`src/rtl/tap_eye_cal.sv`:
```
module tap_eye_cal #(
  parameter int NUM_TAPS = 32,
  parameter int ERR_W    = 16,
  parameter int DWELL    = 2_000_000,
  parameter int PAUSE    = 400_000_000,
  parameter int MIN_SPAN = 4,
  parameter int ATTEMPTS = 2,
  parameter int PENALTY  = 100,
  localparam int TAP_W   = $clog2(NUM_TAPS)
) (
  input  logic             clk,
  input  logic             rst_n,
  input  logic             start,
  input  logic             chk_i_lock,
  input  logic [ERR_W-1:0] chk_i_errs,
  input  logic             chk_q_lock,
  input  logic [ERR_W-1:0] chk_q_errs,
  output logic [TAP_W-1:0] dly_tap,
  output logic             dly_load,
  output logic             chk_en,
  output logic             chk_q,
  output logic             busy,
  output logic             done,
  output logic [TAP_W-1:0] best_tap,
  output logic [TAP_W-1:0] win_span,
  output logic             err_noconv,
  output logic             err_narrow
);
  localparam int CNT_MAX = (DWELL > PAUSE) ? DWELL : PAUSE;
  localparam int CNT_W   = $clog2(CNT_MAX + 1);
  localparam int SC_W    = ERR_W + 2;
  localparam int ATT_W   = $clog2(ATTEMPTS + 1);
  localparam logic [TAP_W-1:0] LAST_T   = TAP_W'(NUM_TAPS - 1);
  localparam logic [TAP_W-1:0] MIN_T    = TAP_W'(MIN_SPAN);
  localparam logic [CNT_W-1:0] DWELL_T  = CNT_W'(DWELL - 1);
  localparam logic [CNT_W-1:0] PAUSE_T  = CNT_W'(PAUSE - 1);
  localparam logic [ATT_W-1:0] LAST_ATT = ATT_W'(ATTEMPTS - 1);
  localparam logic [SC_W-1:0]  PEN_S    = SC_W'(PENALTY);

  typedef enum logic [2:0] {S_IDLE, S_LOAD, S_CLR, S_DWELL, S_EVAL, S_PAUSE, S_WRAP} st_t;

  st_t              st;
  logic             chan;
  logic [CNT_W-1:0] cnt;
  logic [SC_W-1:0]  score;
  logic             have;
  logic [TAP_W-1:0] ws, we;
  logic [ATT_W-1:0] att;

  logic             lk;
  logic [ERR_W-1:0] ec;
  logic [SC_W-1:0]  pts;
  logic             pass, wide_cur, stop_now, have_n, ok_n, ok;
  logic [TAP_W-1:0] ws_n, we_n, mid_n;
  logic [TAP_W:0]   sum_n;

  assign lk       = chan ? chk_q_lock : chk_i_lock;
  assign ec       = chan ? chk_q_errs : chk_i_errs;
  assign pts      = lk ? SC_W'(ec) : PEN_S;
  assign pass     = (score == '0);
  assign wide_cur = (we - ws) >= MIN_T;
  assign stop_now = !pass && have && wide_cur;
  assign have_n   = pass || (have && wide_cur);
  assign ws_n     = (pass && !have) ? dly_tap : ws;
  assign we_n     = pass ? dly_tap : we;
  assign ok_n     = have_n && ((we_n - ws_n) >= MIN_T);
  assign sum_n    = {1'b0, ws_n} + {1'b0, we_n};
  assign mid_n    = sum_n[TAP_W:1];
  assign ok       = have && wide_cur;

  assign dly_load = (st == S_LOAD) || (st == S_WRAP && ok);
  assign chk_en   = (st == S_DWELL);
  assign chk_q    = chan;
  assign busy     = (st != S_IDLE);

  always_ff @(posedge clk) begin
    if (!rst_n) begin
      st <= S_IDLE; chan <= 1'b0; cnt <= '0; score <= '0;
      have <= 1'b0; ws <= '0; we <= '0; att <= '0; dly_tap <= '0;
      done <= 1'b0; best_tap <= '0; win_span <= '0;
      err_noconv <= 1'b0; err_narrow <= 1'b0;
    end else begin
      case (st)
        S_IDLE: if (start) begin
          dly_tap <= '0; att <= '0; have <= 1'b0;
          done <= 1'b0; err_noconv <= 1'b0; err_narrow <= 1'b0;
          st <= S_LOAD;
        end
        S_LOAD: begin
          chan <= 1'b0; score <= '0; st <= S_CLR;
        end
        S_CLR: begin
          cnt <= '0; st <= S_DWELL;
        end
        S_DWELL: begin
          if (cnt == DWELL_T) begin
            score <= score + pts;
            if (!chan) begin chan <= 1'b1; st <= S_CLR; end
            else st <= S_EVAL;
          end else cnt <= cnt + 1'b1;
        end
        S_EVAL: begin
          have <= have_n; ws <= ws_n; we <= we_n;
          if (stop_now || (dly_tap == LAST_T && (ok_n || att == LAST_ATT))) begin
            if (ok_n) dly_tap <= mid_n;
            st <= S_WRAP;
          end else if (dly_tap == LAST_T) begin
            att <= att + 1'b1; have <= 1'b0; cnt <= '0; st <= S_PAUSE;
          end else begin
            dly_tap <= dly_tap + 1'b1; st <= S_LOAD;
          end
        end
        S_PAUSE: begin
          if (cnt == PAUSE_T) begin dly_tap <= '0; st <= S_LOAD; end
          else cnt <= cnt + 1'b1;
        end
        S_WRAP: begin
          done       <= 1'b1;
          best_tap   <= ok ? dly_tap : '0;
          win_span   <= have ? (we - ws) : '0;
          err_noconv <= !have;
          err_narrow <= have && !wide_cur;
          st <= S_IDLE;
        end
        default: st <= S_IDLE;
      endcase
    end
  end

  p_tap_step_r1: assert property (@(posedge clk) disable iff (!rst_n)
    (st == S_LOAD && $past(st) == S_EVAL) |-> dly_tap == $past(dly_tap) + 1'b1);
  p_load_quiet_r2: assert property (@(posedge clk) disable iff (!rst_n)
    dly_load |-> !chk_en);
  p_strobe_pulse_r7: assert property (@(posedge clk) disable iff (!rst_n)
    dly_load |=> !dly_load);
  p_one_flag_r8: assert property (@(posedge clk) disable iff (!rst_n)
    done |-> !(err_noconv && err_narrow));
  p_good_span_r7: assert property (@(posedge clk) disable iff (!rst_n)
    (done && !err_noconv && !err_narrow) |-> win_span >= MIN_T);
  p_hold_r9: assert property (@(posedge clk) disable iff (!rst_n)
    (!busy && !start) |=> ($stable(done) && $stable(best_tap) && $stable(win_span)
                           && $stable(err_noconv) && $stable(err_narrow)));
endmodule

```
`config.mk`:
```
export PLATFORM = sky130hd
export DESIGN_NAME = tap_eye_cal
export DESIGN_NICKNAME = d
export VERILOG_FILES = /design/src/rtl/tap_eye_cal.sv
export SDC_FILE = /design/constraint.sdc
export NUM_CORES = 1
export LEC_CHECK = 0
export ABC_AREA = 1
export BUFFER_PORTS_ARGS = -buffer_cell sky130_fd_sc_hd__buf_2
export CAP_MARGIN = 10
export CORE_MARGIN = 2
export CORE_UTILIZATION = 55
export DETAILED_ROUTE_END_ITERATION = 10
export GPL_TIMING_DRIVEN = 0
export PLACE_DENSITY_LB_ADDON = 0.1
export REMOVE_ABC_BUFFERS = 1
export SLEW_MARGIN = 30
export SYNTH_ARGS = -nofsm -noshare
export SYNTH_HDL_FRONTEND = slang
export SYNTH_SLANG_ARGS = --single-unit
```
`constraint.sdc`:
```
create_clock -name clk -period 4.25 [get_ports clk]
set_input_delay 0 -clock clk [delete_from_list [all_inputs] [get_ports clk]]
set_output_delay 0 -clock clk [all_outputs]
set_load 0.01 [all_outputs]
```
Word level (Yosys, flattened, before mapping):

Cells that the tools add are included.

* bits in writable memories: 0
* memories kept: 0
* logic and storage cells: 112
* bits in read-only memories: 0
* output and inout bits: 22
* register bits after elaboration: 82
* bits in latches: 0

* multiply operators: 0
* shift operators: 0
* mux-type cells: 40
* eq/ne operators: 19
* order comparisons: 2
* bitwise logic cells: 0
* $add $sub $neg: 7
* div/mod/pow operators: 0
* reduce and logical (&&, ||, !) cells: 30

Operators by type and width (number)
* 29-bit two-way mux: 4
* 29-bit case mux with 4 select lines: 1
* 5-bit two-way mux: 9
* 18-bit case mux with 2 select lines: 1
* 16-bit two-way mux: 2
* 29-bit by 1-bit adder with 29-bit output (second input constant): 1
* 29-bit by 21-bit == test with 1-bit output (second input constant): 1
* 29-bit == test (second input constant): 1
* 18-bit by 16-bit adder with 18-bit output: 1
* 18-bit zero test: 1
* 18-bit two-way mux: 1
* 3-bit two-way mux: 6
* 3-bit case mux with 6 select lines: 1
* 5-bit case mux with 3 select lines: 1
* 2-bit inequality test (second input constant): 6
* 5-bit by 3-bit greater-or-equal comparator with 1-bit output (second input constant): 2
* 1-bit case mux with 2 select lines: 5
* 5-bit AND reduction: 2
* 5-bit subtractor: 2
* 3-bit == test (second input constant): 3
* 1-bit logical AND: 8
* 5-bit by 5-bit adder with 6-bit output: 1
* 3-bit by 2-bit == test with 1-bit output (second input constant): 2
* 2-bit two-way mux: 3
* 18 further kinds: 33

Depth between registers and ports, before layout:

Gate-level depths: netlist of the first run.

* depth in word-level cells: 11
* gate-level depth with buffers: 24
* mapped depth without buffers: 24

Least setup slack after synthesis of the first run:

Ideal clock, no wire load.

* kind: register to register
* start point: register score[1]
* end point: register cnt[1]
* path buffers: 1
* arrival: 3053 ps
* required time: 4133 ps
* slack: 1080 ps
* cell stages (with the launch flop): 23
* setup time: 117 ps
* cell sequence: dfxtp_1 > nor2_1 > nand3_1 > nor2_1 > nand2_1 > nor2_1 > inv_1 > o21ai_0 > inv_1 > ha_1 > inv_1 > nor2_1 > o21ai_0 > nand2_1 > nand2_1 > nand4_1 > nand2_4 > nand2_4 > nand2_8 > nand2_8 > buf_6 > o21ai_0 > nor2_1

* cells in the longest elaborated chain, start to end: 11

Ends and longest elaborated chain
* start, declared: RTL line 45 `logic [SC_W-1:0] score;`
* start signal, assigned: RTL line 97 `score <= score + pts;`
* 18-bit zero test: RTL line 60 `assign pass = (score == '0);`
* 1-bit logical AND: RTL line 64 `assign ws_n = (pass && !have) ? dly_tap : ws;`
* 5-bit two-way mux: RTL line 64
* net ws_n[1]: RTL line 54 `logic [TAP_W-1:0] ws_n, we_n, mid_n;`
* 5-bit subtractor: RTL line 66 `assign ok_n = have_n && ((we_n - ws_n) >= MIN_T);`
* 5-bit by 3-bit greater-or-equal comparator with 1-bit output: RTL line 66
* 1-bit logical AND: RTL line 66
* 1-bit logical OR: RTL line 104 `if (stop_now || (dly_tap == LAST_T && (ok_n || att == LAST_ATT))) begin`
* 1-bit logical AND: RTL line 104
* 1-bit logical OR: RTL line 104
* 2-bit inequality test (no source line)
* 5-bit AND reduction (no source line)
* end signal, assigned: RTL line 100 `end else cnt <= cnt + 1'b1;`
* end signal, assigned: RTL line 115 `else cnt <= cnt + 1'b1;`
* end, declared: RTL line 44 `logic [CNT_W-1:0] cnt;`

The timed path passes the listed nets, and every way through them passes these cells.
A chain may end at the register's enable or synchronous reset.

Worst setup path after layout of the first run:

* start point: register score[1]
* end point: register cnt[25]

The elaborated chain is that of the path after synthesis.

==> results of run 1 <==
[power by group through the flow]
| stage | logic [W] | clock network (W) | registers (W) |
|---|---|---|---|
| 6_report | 0.000535 | 0.000618 | 0.000837 |
| 3_5_place_dp | 0.000530 | 0 | 0.000854 |
| 4_1_cts | 0.000533 | 0.000635 | 0.000836 |
| 3_3_place_gp | 0.000526 | 0 | 0.000854 |
| 5_1_grt | 0.000609 | 0.000656 | 0.000843 |
| 2_1_floorplan | 0.000395 | 0 | 0.000846 |
[what timing repair did]
| action | in CTS | in global routing |
|---|---|---|
| setup endpoints to repair | 11 | 38 |
| pin swaps | 0 | 0 |
| cloned | 0 | 0 |
| hold buffers | 0 | 0 |
| gates resized for setup | 1 | 4 |
[cells by family (layout without fill, tap and decap cells)]
logic type      after synthesis  after routing  synth area share [%]
buf+inv                     149            194                  9.87
compound gates              150            150                  13.6
flops                        82             82                  26.7
xor+xnor                     20             20                  2.85
fa+ha+maj                    37             37                  8.02
simple gates                535            535                  39.0
[stage by stage]
stage	utilization [%]	TNS, ps	setup slack, ps	std cells
after floorplan	-	0	962	946
after global placement	59.4	-264	-37.9	1144
after detailed placement	59.5	-203	-56.0	1144
after CTS	61.4	0	122	1158
after global routing	61.5	0	0.123	1158
final	61.5	0	434	1158
[tightest hold or removal path, delay by kind of cell]
kind	cells	cell delay, ps
AND/OR/NAND/NOR	2	260
buffers and inverters	1	80
AO/OA/AOI/OAI	1	50
[cells in the mapped netlist, drive strengths merged, types with 4 or more instances]
master and n:
xor2 14, nor4 8, clkbuf 18, o211ai 5, inv 121, nand3b 5, nand4 17, buf 9
nor2 101, nor3 21, a21o 5, xnor2 6, a21oi 89, nand3 75, ha 33, or2 16
o21ai 44, fa 4, dfxtp 82, nand2 291, a31oi 4
[flip-flops by register name, indices dropped and copies added, names as in the netlist]
name,cells
score,18
dly_tap,5
st,3
win_span,5
err_noconv,1
chk_q,1
err_narrow,1
done,1
cnt,29
att,2
best_tap,5
we,5
ws,5
have,1
[worst paths after layout]
check,startpoint,to,depth (start not counted)
setup / recovery,score[1],cnt[25],22
hold / removal,start,done,4
setup reg to reg,score[1],cnt[25],22
hold reg to reg,done,done,2
[routing by layer]
layer / track usage [%] / vias up / wire length, um
met5: 0 / - / 0
met1: 32.8 / 2675 / 7080
met3: 3.08 / 16 / 614
met4: 8.32 / 0 / 238
met2: 40.6 / 126 / 6540
li1: - / 3230 / -
[cell type report]
| cell class | count | area (um2) | share of cell area [%] |
|---|---|---|---|
| Inverter | 122 | 465 | 6.96 |
| Clock buffer | 11 | 141 | 2.11 |
| Sequential cell | 82 | 1640 | 24.5 |
| Multi-Input combinational cell | 742 | 3910 | 58.5 |
| Clock inverter | 3 | 65.1 | 0.972 |
| Timing Repair Buffer | 58 | 290 | 4.34 |
| Tap cell | 140 | 175 | 2.62 |
==> flow_summary.toml, run 1 <==
[yosys]
syn_area_um2 = 6150
ys_types = 45
yosysTopAreaCell = "dfxtp_1"
synth_edf_count = 0
yosysSeqAreaShare_pct = 26.7
yosysTopAreaCellShare_pct = 26.7
synth-seq-cells = 82
syn_avg_cell_area_um2 = 6.32
synthTopCellsByArea = "dfxtp_1 27%, nand2_1 17%, inv_1 7.1%"
synthFlopType = "dfxtp_1"
syn_inst = 973
yosysWarnings = 0
async_reset_ff_share_pct = 0

[global_route]
overflow = 0
grt_first_pass_wirelength_mm = 23.5
grt_pass1_vias = 5172
antenna_found_initial = 0
grt_max_degree = 64
grt_usage_pct = 24.5

[setup_path]
crit_path_max_fanout = 32
critical_path_class = "flip-flop to flip-flop"
cp_slowest_cell = "ha_1"
arrival_ps = 4100
required_ps = 4540
crit_buf_inv = 4
slowest_delay_ps = 400
critPathLaunchType = "flip-flop"
crit_chain = "nor2_1 > nand3_1 > nor2_1 > nand2_2 > nor2_2 > inv_1 > o21ai_0 > inv_1 > ha_1 > nand3b_1 > nand2_1 > nand2_1 > nand2_1 > inv_1 > nand4_1 > nand2_4 > nand2_4 > nand2_8 > nand2_8 > inv_6 > nand2_1 > a21oi_1"
r2r_slack_ps = 430
endpoint_kind = "flip-flop"
cpMostUsedCell = "nand2_1"
path_delay_family = "simple AND/OR/NAND/NOR gates"

[clock_tree]
clock_latency_ps = 360
cts.sinks = 82
cts_setup_buffers = 0
clock-root-buffer = "clkbuf_8"
clkTransAtPathRegs_ps = 80
cts_tree = "yes"
clockBufferDepth = 2
numCtsBuffers = 9
h-tree-depth = 3

[power]
p_leak_nw = 3.07
swShare_pct = 33.9
seqPwrFrac_pct = 42.1
powerDensity_nw_per_um2 = 298
ir_drop_mv = 0.147
p_sw_w = 0.000675
pwr-share-comb_pct = 26.9
power_w = 0.00199
p_int_w = 0.00132
clockPowerShare_pct = 31.0

[detailed_routing]
drcViolationCount = 0
antenna_left = 0
wl_per_cell_um = 12.5
vias = 6047
routed_via_density = 5.22
wirelength_mm = 14.5
drtIter0Drc = 432
first_pass_iters = 7

[sta]
slew_violations = 0
post-route-period-util_pct = 89.8
grt_setup_unrepaired = "false"
timing.slew.headroom_pct = 36.8
whs_ps = 80.3
period_needed_ps = 3820
setup_viol = 0
skew_ps = 11.7
fmax_mhz = 262
tightest_slew_ps = 945
hold_viol = 0

[finish]
final_nets = 1089
layout_common_cells = "276 x nand2_1, 116 x inv_1, 93 x nor2_1"
final_layout_size_suffix_gt1_share_pct = 12.9
final_common_cell = "nand2_1"
area_delta_synth_final_pct = 8.81
n_antenna_cell = 0
final_area_um2 = 6690
fillerInstances = 1083

[floorplanning]
ios = 59
die_area_um2 = 12000
rows = 38
initial_core_util_pct = 56.5
die_y_um = 110
die_w_um = 110
core-area_um2 = 10900

[placed_design]
port_buffers = 58
dp_hpwl_mm = 10.8
placed_area_um2 = 6470
finalWeightedCongestion = 0.959

[outcome]
status = "finished, final reports clean"

[worst_hold_path]
hp-class = "input pin to flip-flop"

[run]
drv_cap = 0
(Power assumes the default switching activity.)
==> inputs of run 2 (changes only) <==
--- a/config.mk
+++ b/config.mk
@@ -12,7 +12,7 @@
 export CORE_UTILIZATION = 55
 export DETAILED_ROUTE_END_ITERATION = 10
 export GPL_TIMING_DRIVEN = 0
-export PLACE_DENSITY_LB_ADDON = 0.1
+export PLACE_DENSITY_LB_ADDON = 0.25
 export REMOVE_ABC_BUFFERS = 1
 export SLEW_MARGIN = 30
 export SYNTH_ARGS = -nofsm -noshare
==> run 2 against run 1 <==
Effect of this change:
- sequential power barely moved
- first-iteration DRC count fell by 29%
- register-to-register slack improved by 30 ps
- design area fell by 0.30%
- combinational power barely moved
- routed wire length fell by 0.53%
- fmax rose by 0.70%
- largest cell class unchanged
- largest power group unchanged
==> flow_summary.toml, run 2 (same netlist as run 1, synthesis figures left out) <==
[power]
ir_drop_mv = 0.160
seqPwrFrac_pct = 43.3
powerDensity_nw_per_um2 = 290
p_int_w = 0.00125
pwr-share-comb_pct = 27.6
swShare_pct = 35.6
clockPowerShare_pct = 29.0
p_sw_w = 0.000689
p_leak_nw = 3.06

[finish]
fin_cells = 1160
layout_common_cells = "276 x nand2_1, 116 x inv_1, 93 x nor2_1"
final_layout_size_suffix_gt1_share_pct = 12.9
largest_register_ffs = 29
area_delta_synth_final_pct = 8.48
regArea_um2 = 1640
n_antenna_cell = 0
fillerInstances = 1089
regMostFlops = "cnt"
largestRegisters = "cnt (29), score (18)"
final_nets = 1089
multi_input_area_um2 = 3910
final_util_pct = 61.3
final_common_cell = "nand2_1"

[setup_path]
r2r-start = "score[1]"
r2r-end = "att[1]"
crit_path_max_fanout = 12
reg2reg_depth = 23
critical_path_class = "flip-flop to flip-flop"
arrival_ps = 4050
critPathLaunchType = "flip-flop"
required_ps = 4510
endpoint_kind = "flip-flop"
r2r_slack_ps = 460

[clock_tree]
numCtsBuffers = 9
clock-root-buffer = "clkbuf_8"
cts_setup_buffers = 0
cts_tree = "yes"
hold_buffers = 0
h-tree-depth = 3
clkTransAtPathRegs_ps = 80
post_cts_resized = 1
clock_latency_ps = 370
clockBufferDepth = 2
cts.sinks = 82

[sta]
hold_viol = 0
slew_violations = 0
timing.slew.headroom_pct = 39.4
tightest_slew_ps = 906
skew_ps = 10.2
post-route-period-util_pct = 89.2
fmax_mhz = 264
setup_viol = 0
grt_setup_unrepaired = "false"
period_needed_ps = 3790

[global_route]
grt_first_pass_wirelength_mm = 24.4
grt_pass1_vias = 5451
antenna_found_initial = 0
grt_most_used_layer = "met2"
overflow = 0
use_met3_pct = 2.31
grt_max_degree = 64
grt_use_met1_pct = 34.0
grtUsageMet2_pct = 41.4
grt_usage_pct = 25.1

[detailed_routing]
wl_per_cell_um = 12.4
vias = 6094
first_pass_iters = 5
drtIter0Drc = 306
wirelength_mm = 14.4
drcViolationCount = 0
antenna_left = 0
routed_via_density = 5.25

[worst_hold_path]
whs_endpoint = "cnt[15]"
hp-class = "input pin to flip-flop"
hold_path_depth = 3
hold_start = "rst_n"

[floorplanning]
core-area_um2 = 10900
initial_core_util_pct = 56.5
die_y_um = 110
die_w_um = 110
die_area_um2 = 12000
ios = 59
rows = 38

[run]
drv_cap = 0

[outcome]
status = "finished, final reports clean"

[placed_design]
placedCellCount = 1144
dp_hpwl_mm = 10.7
port_buffers = 58
finalWeightedCongestion = 0.934
-- run 2: cell types whose count changed in the layout (fill, tap and decap cells not counted), sizes merged --
cell      previous run  this run
clkinv               2         3
clkinvlp             0         2
bufinv               2         1
-- run 2: per-layer routing --
layer  vias up  wire length, um
li1       3232                -
met1      2698             6920
met2       143             6570
met3        21              633
met4         0              274
met5         -                0
-- run 2: worst max-delay path: stages, from the launching register on --
cell	delay, ps
dfxtp_1	360
nor2_1	110
nand3_1	120
nor2_1	240
nand2_2	210
nor2_2	250
inv_1	160
o21ai_2	250
inv_1	120
ha_1	300
inv_1	80
nor2_1	40
o21ai_0	230
nand2_1	90
nand2_1	70
nand4_1	170
nand2_4	140
nand2_4	90
nand2_1	170
nand2_1	90
nand2_1	180
nand3_1	100
nand2_1	70
nor2_1	40
-- run 2: area by class of cell --
| class | instances | share of cell area, % |
|---|---|---|
| clock buffer | 11 | 1.97 |
| inverter | 122 | 6.98 |
| timing repair buffer | 58 | 4.35 |
| sequential | 82 | 24.6 |
| clock inverter | 5 | 0.825 |
| multi-input combinational | 742 | 58.6 |
| tap | 140 | 2.63 |
-- run 2: metrics by stage --
step	total power [W]	setup TNS, ps	cell area, um2	setup slack, ps	hold WS, ps
2_1_floorplan	0.00124	0	6010	962	121
3_3_place_gp	0.00137	0	6470	43.1	414
3_5_place_dp	0.00138	-19.6	6470	-11.0	414
4_1_cts	0.00194	0	6660	155	75.6
5_1_grt	0.00206	0	6670	63.6	103
6_report	0.00193	0	6670	461	89.7
-- run 2: worst max path at each step --
stage / depth (start not counted) / to / slack, ps / startpoint
floorplan: 23 / att[0] / 960 / score[1]
global placement: 22 / cnt[17] / 40 / score[1]
detailed placement: 22 / cnt[17] / -10 / score[1]
CTS: 22 / cnt[10] / 160 / score[1]
global route: 22 / cnt[10] / 60 / score[1]
finish: 23 / att[1] / 460 / score[1]
-- run 2: power by group through the flow --
stage / clock network (W) / logic (W) / registers (W)
after global routing: 0.000604 / 0.000617 / 0.000843
after floorplan: 0 / 0.000395 / 0.000846
final: 0.000562 / 0.000535 / 0.000838
after CTS: 0.000572 / 0.000533 / 0.000837
after detailed placement: 0 / 0.000529 / 0.000854
after global placement: 0 / 0.000519 / 0.000854
==> inputs of run 3 (changes only) <==
--- a/config.mk
+++ b/config.mk
@@ -10,6 +10,7 @@
 export CAP_MARGIN = 10
 export CORE_MARGIN = 2
 export CORE_UTILIZATION = 55
+export CTS_BUF_LIST = sky130_fd_sc_hd__clkbuf_16
 export DETAILED_ROUTE_END_ITERATION = 10
 export GPL_TIMING_DRIVEN = 0
 export PLACE_DENSITY_LB_ADDON = 0.25
==> constraint.sdc (replaced) <==
create_clock -name clk -period 3.48 [get_ports clk]
set_input_delay 0 -clock clk [delete_from_list [all_inputs] [get_ports clk]]
set_output_delay 0 -clock clk [all_outputs]
set_load 0.01 [all_outputs]
==> run 3 against run 2 <==
Effect of this change:
- total power rose by 42%
- clock-buffer cell count fell by 2
- register-to-register slack got worse by 220 ps
- fmax rose by 17%
- design area rose by 4.9%
- largest cell class unchanged
- largest power group unchanged
==> flow_summary.toml, run 3 (same netlist as run 1, synthesis figures left out) <==
[sta]
slew_violations = 0
fin_tns_setup_ps = 0
skew_ps = 4.12
period_needed_ps = 3240
tightest_slew_ps = 922
post-route-period-util_pct = 93.1
whs_ps = 125
fin_ws_ps = 239
fmax_mhz = 309
setup_viol = 0
hold_viol = 0
timing.slew.headroom_pct = 38.3

[setup_path]
crit_path_start = "score[4]"
required_ps = 3710
r2r_slack_ps = 240
arrival_ps = 3470
critPathLaunchType = "flip-flop"
critical_path_class = "flip-flop to flip-flop"
r2r-start = "score[4]"
crit_path_max_fanout = 6
endpoint_kind = "flip-flop"

[detailed_routing]
first_pass_iters = 5
drcViolationCount = 0
wirelength_mm = 15.4
vias = 6243
routed_via_density = 5.32
wl_per_cell_um = 13.1
antenna_left = 0
drtIter0Drc = 366

[power]
swShare_pct = 34.4
p_leak_nw = 3.19
powerDensity_nw_per_um2 = 391
clockPowerShare_pct = 34.1
p_int_w = 0.00180
pwr-share-comb_pct = 28.4
seqPwrFrac_pct = 37.4
p_sw_w = 0.000941
ir_drop_mv = 0.277

[clock_tree]
numCtsBuffers = 9
clockBufferDepth = 2
clock-root-buffer = "clkbuf_16"
cts.sinks = 82
h-tree-depth = 3
hold_buffers = 0
cts_tree = "yes"
clock_latency_ps = 340
clkTransAtPathRegs_ps = 60

[global_route]
grt_max_degree = 64
grt_first_pass_wirelength_mm = 25.0
overflow = 0
antenna_found_initial = 0
grt_pass1_vias = 5560
grt_usage_pct = 25.8

[worst_hold_path]
hp-class = "input pin to flip-flop"
hold_start = "rst_n"

[floorplanning]
die_area_um2 = 12000
die_y_um = 110
die_w_um = 110
ios = 59
rows = 38
core-area_um2 = 10900
initial_core_util_pct = 56.5

[finish]
area_delta_synth_final_pct = 13.8
final_util_pct = 64.3
n_antenna_cell = 0
final_area_um2 = 7000
fillerInstances = 1047
final_common_cell = "nand2_1"
final_nets = 1102
regMostFlops = "cnt"
final_layout_size_suffix_gt1_share_pct = 16.2
largestRegisters = "cnt (29), score (18)"
layout_common_cells = "274 x nand2_1, 115 x inv_1, 88 x nor2_1"
largest_register_ffs = 29

[run]
drv_cap = 0

[outcome]
status = "finished, final reports clean"

[placed_design]
placed_area_um2 = 6470
finalWeightedCongestion = 0.934
dp_hpwl_mm = 10.7
port_buffers = 58
post-place-ws_ps = -781
run 3: power groups by stage:
stage	combinational, W	clock [W]	sequential [W]
after floorplan	0.000483	0	0.00103
after global placement	0.000634	0	0.00104
after detailed placement	0.000647	0	0.00104
after CTS	0.000695	0.000942	0.00102
after global routing	0.000874	0.000983	0.00103
final	0.000779	0.000935	0.00103
run 3: cell type report:
class	instances	area, um2	share of cell area [%]
well taps	140	175	2.50
clock buffers	9	225	3.22
flip-flops and latches	82	1650	23.5
repair buffers	67	358	5.11
clock inverters	7	62.6	0.894
inverters	122	479	6.85
multi-input cells	745	4040	57.8
repair inverters	1	11.3	0.161
run 3: critical path: stages (launching register included):
cell     delay, ps
dfxtp_1        330
nor2_1         130
nand3_2        130
nor2_4         150
nand2_4        100
nor2_4         220
inv_4           80
o21ai_4        220
inv_2           70
ha_1           280
inv_1           80
nor2_1          50
o21ai_1        160
nand2_1         80
nand2_1         60
nand4_1        170
nand2_4        160
nand2_8         80
nand2_2        130
nand2_1        100
nand2_2        150
nand3_1         90
nand2_1         70
nor2_1          40
run 3: worst paths after layout:
check	to	cells after the start
setup reg to reg	att[1]	23
setup / recovery	att[1]	23
hold reg to reg	win_span[0]	2
hold / removal	cnt[15]	3
run 3: metal layers:
layer  routed length [um]  global-route usage [%]  up-vias
met3                  983                    2.85       24
met4                  256                    9.13        0
met2                 7130                    43.2      206
li1                     -                       -     3262
met5                    0                       0        -
met1                 7040                    34.3     2751
run 3: timing repair:
item | CTS | global route
pin swaps | 1 | 9
gates cloned | 2 | 2
buffers inserted | 2 | 7
endpoints found under the setup margin | 45 | 45
hold endpoints to repair | 0 | 0
resized for setup | 15 | 29
run 3: stage by stage:
step / total power (W) / std cells
3_3_place_gp: 0.00168 / 1144
3_5_place_dp: 0.00169 / 1144
4_1_cts: 0.00266 / 1164
5_1_grt: 0.00289 / 1173
2_1_floorplan: 0.00152 / 946
6_report: 0.00274 / 1173
